==> src/rtl/pwm_timer8_pkg.sv <==
package pwm_timer8_pkg;

    localparam int CSEL_W = 3;
    localparam int PRE_N  = 4;
    localparam int NFLAG  = 3;
    localparam int NCH    = 2;
    localparam int AW     = 3;

    localparam logic [AW-1:0] ADDR_CTRL = 3'd0;
    localparam logic [AW-1:0] ADDR_CSEL = 3'd1;
    localparam logic [AW-1:0] ADDR_CMPA = 3'd2;
    localparam logic [AW-1:0] ADDR_CMPB = 3'd3;
    localparam logic [AW-1:0] ADDR_CNT  = 3'd4;
    localparam logic [AW-1:0] ADDR_FLAG = 3'd5;

    typedef enum logic [1:0] {
        WM_FREE  = 2'd0,
        WM_CTC   = 2'd1,
        WM_FAST  = 2'd2,
        WM_PHASE = 2'd3
    } wave_mode_e;

    typedef enum logic [1:0] {
        OM_OFF    = 2'd0,
        OM_TOGGLE = 2'd1,
        OM_NONINV = 2'd2,
        OM_INV    = 2'd3
    } out_mode_e;

endpackage

==> src/rtl/pwm_timer8_tick_sel.sv <==
module pwm_timer8_tick_sel
    import pwm_timer8_pkg::*;
(
    input  logic              clk,
    input  logic              rst_n,
    input  logic [CSEL_W-1:0] csel,
    input  logic [PRE_N-1:0]  pre_tick,
    input  logic              ext_pin,
    output logic              tick
);

    typedef struct packed {
        logic s1;
        logic s2;
        logic prev;
    } sync_s;

    sync_s sy_d, sy_q;
    logic  rise, fall;

    always_comb begin
        sy_d      = sy_q;
        sy_d.s1   = ext_pin;
        sy_d.s2   = sy_q.s1;
        sy_d.prev = sy_q.s2;

        rise = sy_q.s2 & ~sy_q.prev;
        fall = ~sy_q.s2 & sy_q.prev;

        tick = 1'b0;
        if (csel == CSEL_W'(1)) tick = 1'b1;
        if (csel == CSEL_W'(6)) tick = fall;
        if (csel == CSEL_W'(7)) tick = rise;
        for (int i = 0; i < PRE_N; i++) begin
            if (csel == CSEL_W'(i + 2)) tick = pre_tick[i];
        end
    end

    always_ff @(posedge clk or negedge rst_n) begin
        if (!rst_n) sy_q <= '0;
        else        sy_q <= sy_d;
    end

    // a detected pin edge is a single-cycle strobe
    p_edge_single_r2: assert property (@(posedge clk) disable iff (!rst_n)
        rise |=> !rise);
    p_fall_single_r2: assert property (@(posedge clk) disable iff (!rst_n)
        fall |=> !fall);

endmodule

==> src/rtl/pwm_timer8_count.sv <==
module pwm_timer8_count
    import pwm_timer8_pkg::*;
#(
    parameter int CNT_W = 8
) (
    input  logic             clk,
    input  logic             rst_n,
    input  logic             tick,
    input  wave_mode_e       mode,
    input  logic [CNT_W-1:0] top_val,
    input  logic             cnt_wr,
    input  logic [CNT_W-1:0] wr_val,
    output logic [CNT_W-1:0] cnt,
    output logic             down,
    output logic             block,
    output logic             step,
    output logic             tov_evt,
    output logic             upd_evt,
    output logic             wrap_evt
);

    localparam logic [CNT_W-1:0] CNT_MAX = '1;
    localparam logic [CNT_W-1:0] ONE     = CNT_W'(1);

    typedef struct packed {
        logic [CNT_W-1:0] cnt;
        logic             down;
        logic             block;
    } cnt_s;

    cnt_s c_d, c_q;

    always_comb begin
        c_d      = c_q;
        tov_evt  = 1'b0;
        upd_evt  = 1'b0;
        wrap_evt = 1'b0;
        step     = tick & ~cnt_wr;

        if (cnt_wr) begin
            c_d.cnt   = wr_val;
            c_d.block = 1'b1;
        end else if (tick) begin
            c_d.block = 1'b0;
            unique case (mode)
                WM_FREE: begin
                    c_d.cnt = c_q.cnt + ONE;
                    tov_evt = (c_q.cnt == CNT_MAX);
                end
                WM_CTC: begin
                    c_d.cnt = (c_q.cnt == top_val) ? '0 : c_q.cnt + ONE;
                    tov_evt = (c_q.cnt == CNT_MAX);
                end
                WM_FAST: begin
                    if (c_q.cnt == top_val) begin
                        c_d.cnt  = '0;
                        tov_evt  = 1'b1;
                        upd_evt  = 1'b1;
                        wrap_evt = 1'b1;
                    end else begin
                        c_d.cnt = c_q.cnt + ONE;
                    end
                end
                WM_PHASE: begin
                    if (!c_q.down) begin
                        if (c_q.cnt >= top_val) begin
                            c_d.down = 1'b1;
                            upd_evt  = 1'b1;
                            c_d.cnt  = (c_q.cnt == '0) ? '0 : c_q.cnt - ONE;
                        end else begin
                            c_d.cnt = c_q.cnt + ONE;
                        end
                    end else if (c_q.cnt == '0) begin
                        c_d.down = 1'b0;
                        tov_evt  = 1'b1;
                        c_d.cnt  = (top_val == '0) ? '0 : ONE;
                    end else begin
                        c_d.cnt = c_q.cnt - ONE;
                    end
                end
                default: c_d.cnt = c_q.cnt;
            endcase
        end

        if (mode != WM_PHASE) c_d.down = 1'b0;
    end

    always_ff @(posedge clk or negedge rst_n) begin
        if (!rst_n) c_q <= '0;
        else        c_q <= c_d;
    end

    assign cnt   = c_q.cnt;
    assign down  = c_q.down;
    assign block = c_q.block;

    // a step taken at TOP in clear-on-compare mode lands on zero
    p_ctc_zero_r4: assert property (@(posedge clk) disable iff (!rst_n)
        (step && mode == WM_CTC && cnt == top_val) |=> (cnt == '0));
    // counting down in phase-correct mode decrements by one
    p_pc_down_r6: assert property (@(posedge clk) disable iff (!rst_n)
        (step && mode == WM_PHASE && down && cnt != '0) |=> (cnt == $past(cnt) - ONE));
    // a counter write loads the value and arms the match block
    p_cnt_load_r11: assert property (@(posedge clk) disable iff (!rst_n)
        cnt_wr |=> (cnt == $past(wr_val) && block));

endmodule

==> src/rtl/pwm_timer8_cmp.sv <==
module pwm_timer8_cmp
    import pwm_timer8_pkg::*;
#(
    parameter int CNT_W = 8
) (
    input  logic             clk,
    input  logic             rst_n,
    input  wave_mode_e       mode,
    input  out_mode_e        out_mode,
    input  logic [CNT_W-1:0] cnt,
    input  logic             step,
    input  logic             block,
    input  logic             down,
    input  logic             upd_evt,
    input  logic             wrap_evt,
    input  logic             cmp_wr,
    input  logic [CNT_W-1:0] wr_val,
    output logic [CNT_W-1:0] active,
    output logic             match,
    output logic             wave
);

    typedef struct packed {
        logic [CNT_W-1:0] hold;
        logic [CNT_W-1:0] act;
        logic             wave;
    } cmp_s;

    cmp_s k_d, k_q;
    logic pwm;
    logic lvl;

    always_comb begin
        k_d   = k_q;
        pwm   = (mode == WM_FAST) || (mode == WM_PHASE);
        match = step & ~block & (cnt == k_q.act);
        lvl   = (out_mode == OM_INV);

        if (cmp_wr) begin
            k_d.hold = wr_val;
            if (!pwm) k_d.act = wr_val;
        end
        if (pwm && upd_evt) k_d.act = k_q.hold;

        unique case (out_mode)
            OM_OFF:    k_d.wave = 1'b0;
            OM_TOGGLE: if (match) k_d.wave = ~k_q.wave;
            default: begin
                unique case (mode)
                    WM_FAST: begin
                        if (wrap_evt)   k_d.wave = ~lvl;
                        else if (match) k_d.wave = lvl;
                    end
                    WM_PHASE: if (match) k_d.wave = down ? ~lvl : lvl;
                    default:  if (match) k_d.wave = lvl;
                endcase
            end
        endcase
    end

    always_ff @(posedge clk or negedge rst_n) begin
        if (!rst_n) k_q <= '0;
        else        k_q <= k_d;
    end

    assign active = k_q.act;
    assign wave   = k_q.wave;

    // in PWM modes the active compare only moves at the update point
    p_buf_hold_r8: assert property (@(posedge clk) disable iff (!rst_n)
        (pwm && !upd_evt) |=> $stable(active));
    // output mode "off" holds the pin low
    p_off_low_r9: assert property (@(posedge clk) disable iff (!rst_n)
        (out_mode == OM_OFF) |=> !wave);

endmodule

==> src/rtl/pwm_timer8.sv <==
module pwm_timer8
    import pwm_timer8_pkg::*;
#(
    parameter int CNT_W = 8
) (
    input  logic             clk,
    input  logic             rst_n,
    input  logic             wr_en,
    input  logic [AW-1:0]    wr_addr,
    input  logic [CNT_W-1:0] wr_data,
    input  logic [PRE_N-1:0] pre_tick,
    input  logic             ext_pin,
    output logic [CNT_W-1:0] count,
    output logic             wave_a,
    output logic             wave_b,
    output logic [NFLAG-1:0] flags
);

    localparam logic [CNT_W-1:0] CNT_MAX = '1;

    typedef struct packed {
        wave_mode_e        mode;
        logic              top_a;
        out_mode_e         om_a;
        out_mode_e         om_b;
        logic [CSEL_W-1:0] csel;
        logic [NFLAG-1:0]  flg;
    } regs_s;

    regs_s r_d, r_q;

    logic             tick, step, down, block;
    logic             tov_evt, upd_evt, wrap_evt, cnt_wr;
    logic [CNT_W-1:0] cnt, top_val;
    logic [CNT_W-1:0] act   [NCH];
    logic [NCH-1:0]   match;
    logic [NCH-1:0]   wave;
    out_mode_e        om    [NCH];

    always_comb begin
        r_d    = r_q;
        cnt_wr = wr_en && (wr_addr == ADDR_CNT);
        om[0]  = r_q.om_a;
        om[1]  = r_q.om_b;

        if ((r_q.mode == WM_CTC) ||
            (((r_q.mode == WM_FAST) || (r_q.mode == WM_PHASE)) && r_q.top_a))
            top_val = act[0];
        else
            top_val = CNT_MAX;

        if (wr_en && wr_addr == ADDR_CTRL) begin
            r_d.mode  = wave_mode_e'(wr_data[1:0]);
            r_d.top_a = wr_data[2];
            r_d.om_a  = out_mode_e'(wr_data[5:4]);
            r_d.om_b  = out_mode_e'(wr_data[7:6]);
        end
        if (wr_en && wr_addr == ADDR_CSEL) r_d.csel = wr_data[CSEL_W-1:0];
        if (wr_en && wr_addr == ADDR_FLAG) r_d.flg = r_q.flg & ~wr_data[NFLAG-1:0];
        r_d.flg = r_d.flg | {match[1], match[0], tov_evt};
    end

    always_ff @(posedge clk or negedge rst_n) begin
        if (!rst_n) r_q <= '0;
        else        r_q <= r_d;
    end

    pwm_timer8_tick_sel u_tick (
        .clk      (clk),
        .rst_n    (rst_n),
        .csel     (r_q.csel),
        .pre_tick (pre_tick),
        .ext_pin  (ext_pin),
        .tick     (tick)
    );

    pwm_timer8_count #(.CNT_W(CNT_W)) u_count (
        .clk      (clk),
        .rst_n    (rst_n),
        .tick     (tick),
        .mode     (r_q.mode),
        .top_val  (top_val),
        .cnt_wr   (cnt_wr),
        .wr_val   (wr_data),
        .cnt      (cnt),
        .down     (down),
        .block    (block),
        .step     (step),
        .tov_evt  (tov_evt),
        .upd_evt  (upd_evt),
        .wrap_evt (wrap_evt)
    );

    for (genvar g = 0; g < NCH; g++) begin : g_ch
        pwm_timer8_cmp #(.CNT_W(CNT_W)) u_cmp (
            .clk      (clk),
            .rst_n    (rst_n),
            .mode     (r_q.mode),
            .out_mode (om[g]),
            .cnt      (cnt),
            .step     (step),
            .block    (block),
            .down     (down),
            .upd_evt  (upd_evt),
            .wrap_evt (wrap_evt),
            .cmp_wr   (wr_en && (wr_addr == ADDR_CMPA + AW'(g))),
            .wr_val   (wr_data),
            .active   (act[g]),
            .match    (match[g]),
            .wave     (wave[g])
        );
    end

    assign count  = cnt;
    assign wave_a = wave[0];
    assign wave_b = wave[1];
    assign flags  = r_q.flg;

    // an overflow event is visible in the flags on the next cycle
    p_tov_flag_r3: assert property (@(posedge clk) disable iff (!rst_n)
        tov_evt |=> flags[0]);
    // a channel match raises its flag
    p_match_flag_r7: assert property (@(posedge clk) disable iff (!rst_n)
        match[0] |=> flags[1]);
    // the step after a counter write cannot match
    p_block_r7: assert property (@(posedge clk) disable iff (!rst_n)
        cnt_wr |=> (match == '0));
    // write-one clears overflow when no new event arrives
    p_flag_clear_r10: assert property (@(posedge clk) disable iff (!rst_n)
        (wr_en && wr_addr == ADDR_FLAG && wr_data[0] && !tov_evt) |=> !flags[0]);

endmodule

==> config.mk <==
export PLATFORM = sky130hd
export DESIGN_NAME = pwm_timer8
export DESIGN_NICKNAME = d
export VERILOG_FILES = /design/src/rtl/pwm_timer8_pkg.sv /design/src/rtl/pwm_timer8_tick_sel.sv /design/src/rtl/pwm_timer8_count.sv /design/src/rtl/pwm_timer8_cmp.sv /design/src/rtl/pwm_timer8.sv
export SDC_FILE = /design/constraint.sdc
export NUM_CORES = 1
export LEC_CHECK = 0
export ABC_AREA = 1
export BUFFER_PORTS_ARGS = -buffer_cell sky130_fd_sc_hd__buf_2
export CAP_MARGIN = 5
export CORE_MARGIN = 2
export CORE_UTILIZATION = 55
export DETAILED_ROUTE_END_ITERATION = 8
export PLACE_DENSITY_LB_ADDON = 0.12
export SLEW_MARGIN = 20
export SYNTH_ARGS = -nofsm -noshare
export SYNTH_HDL_FRONTEND = slang
export SYNTH_HIERARCHICAL = 1
export SYNTH_SLANG_ARGS = --single-unit
==> constraint.sdc <==
create_clock -name clk -period 4 [get_ports clk]
set_input_delay 0.6 -clock clk [delete_from_list [all_inputs] [get_ports clk]]
set_output_delay 0.6 -clock clk [all_outputs]
set_load 0.005 [all_outputs]
==> out/qor.yml <==
postSynthAreaPerCell_um2: 6.81
yosysWarnings: 6
worst-path-max-fanout: 16
cts_root_buffer: "clkbuf_8"
core-area_um2: 7650
antenna_found_initial: 0
num_antenna_cells: 0
syn_to_final_growth_pct: 8.12
num_rows: 32
grt_pass1_vias: 3608
run_status: "finished clean"
numPortBuffers: 31
fill_cells: 739
place.gp.congestion: 0.904
slew_headroom: 0.508
cts_resized: 0
dieWidth_um: 92.2
rsz0062_at_grt: "false"
p_per_area_nw_per_um2: 540
maxCapViolCount: 0
ctsHtreeMaxLevel: 3
initial_utilization: 0.560
grt.overflow.total: 0
hold_viol_final: 0
peakVddDrop_mv: 0.337
syn_inst: 629
syn_nets: 662
p_leak_nw: 2.58
fin_area_um2: 4630
power_mw: 2.50
finalMaxSlewViolations: 0
wl_mm: 10.7
setup_violations: 0
drt-vias-per-instance: 5.13
place_area_um2: 4440
post-dp-hpwl_mm: 8.06
nets: 686
wl_per_cell_um: 14.0
fmax_ghz: 0.335
layout_min_cycle_time_ps: 2980
via_count: 3900
skew_ps: 12.7
io_pins: 32
clock_latency_ps: 350
ctsHoldBuffers: 0
netlist_area_um2: 4280
tightest_slew_ps: 738
grt_max_degree: 33
tritoncts: "done"
die_y_um: 92.2
drtIter0Drc: 262
cp.arrival_ps: 3250
firstDrtPassIters: 4
critPathKind: "flop to flop"
cp-start-kind: "flop"
clk_pin_slew_ps: 70
drc: 0
grt_pass1_wl_mm: 17.6
drive_gt1_frac: 0.149
setup-tns-final_ps: 0
ant_nets: 0
cts_buffers: 9
cts_max_path_buffers: 2
postCtsSetupBuffers: 0
required_ps: 4270
crit_path_end_kind: "flop"
cts_sinks: 60
worstHoldPathType: "input pin to async pin"
fp.dieArea_um2: 8510
gr-usage-all-layers: 0.270
post-route-period-util: 0.746
state kept, by name (all words and copies together) (netlist names):
signal             cells
u_tick/sy_q            1
u_count/cnt            8
flags                  3
g_ch.u_cmp/active     16
r_q                    6
om                     4
g_ch.u_cmp/k_q        16
u_count/down           1
u_tick/sy_d            2
u_count/block          1
g_ch.u_cmp/wave        2
area by class of cell:
class                           count  area [um2]  area share
Clock buffer                       12         145      0.0314
Clock inverter                      4        48.8      0.0105
Inverter                          113         424      0.0916
Multi-Input combinational cell    435        2200       0.476
Sequential cell                    60        1500       0.324
Tap cell                          102         128      0.0276
Timing Repair Buffer               34         178      0.0384
per-layer routing:
layer	vias up	routed length [um]	global-route usage
li1	1992	-	-
met1	1768	4950	0.377
met2	114	4740	0.426
met3	26	664	0.0378
met4	0	312	0.109
met5	-	0	0
power by group:
| group | leakage (nW) | internal (mW) | total, mW | switching [mW] |
|---|---|---|---|---|
| logic | 1.74 | 0.374 | 0.999 | 0.625 |
| registers | 0.745 | 0.753 | 0.963 | 0.211 |
| clock network | 0.100 | 0.304 | 0.538 | 0.234 |
through the flow:
step | util | instances | setup slack, ps | hold slack (ps)
2_1_floorplan | - | 629 | 1450 | 304
3_3_place_gp | 0.580 | 744 | 1180 | 341
3_5_place_dp | 0.580 | 744 | 1040 | 345
4_1_cts | 0.605 | 760 | 1030 | 315
5_1_grt | 0.605 | 760 | 661 | 350
6_report | 0.605 | 760 | 1020 | 298
worst max-delay path, stage by stage, from the launching register on:
cell,delay (ps)
dfrtp_1,500
inv_1,80
o21ai_2,270
nand2_1,140
ha_1,300
nand2_1,50
nor2_1,190
nand2_2,100
nand2_1,80
nor2_2,50
nand2_1,60
nand3_1,60
nand2_1,200
nand2_2,210
o21ai_2,290
o211ai_1,190
o21ai_1,120
placed cells by master (no fill, tap or decap), types with 5 or more instances in the layout:
cell      instances
nor2_1           43
nand3_2           8
o211ai_1          5
o21ai_1          17
inv_2            10
clkbuf_8         10
xor2_1            9
nand3_1          34
nand2_2          10
buf_2            31
a22oi_1           7
dfrtp_1          60
nor2_2            8
ha_1             14
inv_1           103
nand2_1         203
a21oi_1          11
o21ai_0          34
path summary, 6_finish.rpt:
| path | slack (ps) | depth (start not counted) | to | startpoint |
|---|---|---|---|---|
| max in group asynchronous | 2840 | 2 | om[2]$_DFFE_PN0P_ | rst_n |
| worst min-delay path | 300 | 1 | g_ch[0].u_cmp/k_q[12]$_DFFE_PN0P_ | rst_n |
| worst min register to register | 360 | 0 | u_tick/sy_d[0]$_DFF_PN0_ | u_tick/sy_d[1]$_DFF_PN0_ |
| worst max-delay path | 1020 | 16 | g_ch[0].u_cmp/active[1]$_DFFE_PN0P_ | r_q[11]$_DFFE_PN0P_ |
| min in group clk | 360 | 0 | u_tick/sy_d[0]$_DFF_PN0_ | u_tick/sy_d[1]$_DFF_PN0_ |
| worst max register to register | 1020 | 16 | g_ch[0].u_cmp/active[1]$_DFFE_PN0P_ | r_q[11]$_DFFE_PN0P_ |
Power figures use the tool's default switching activity.
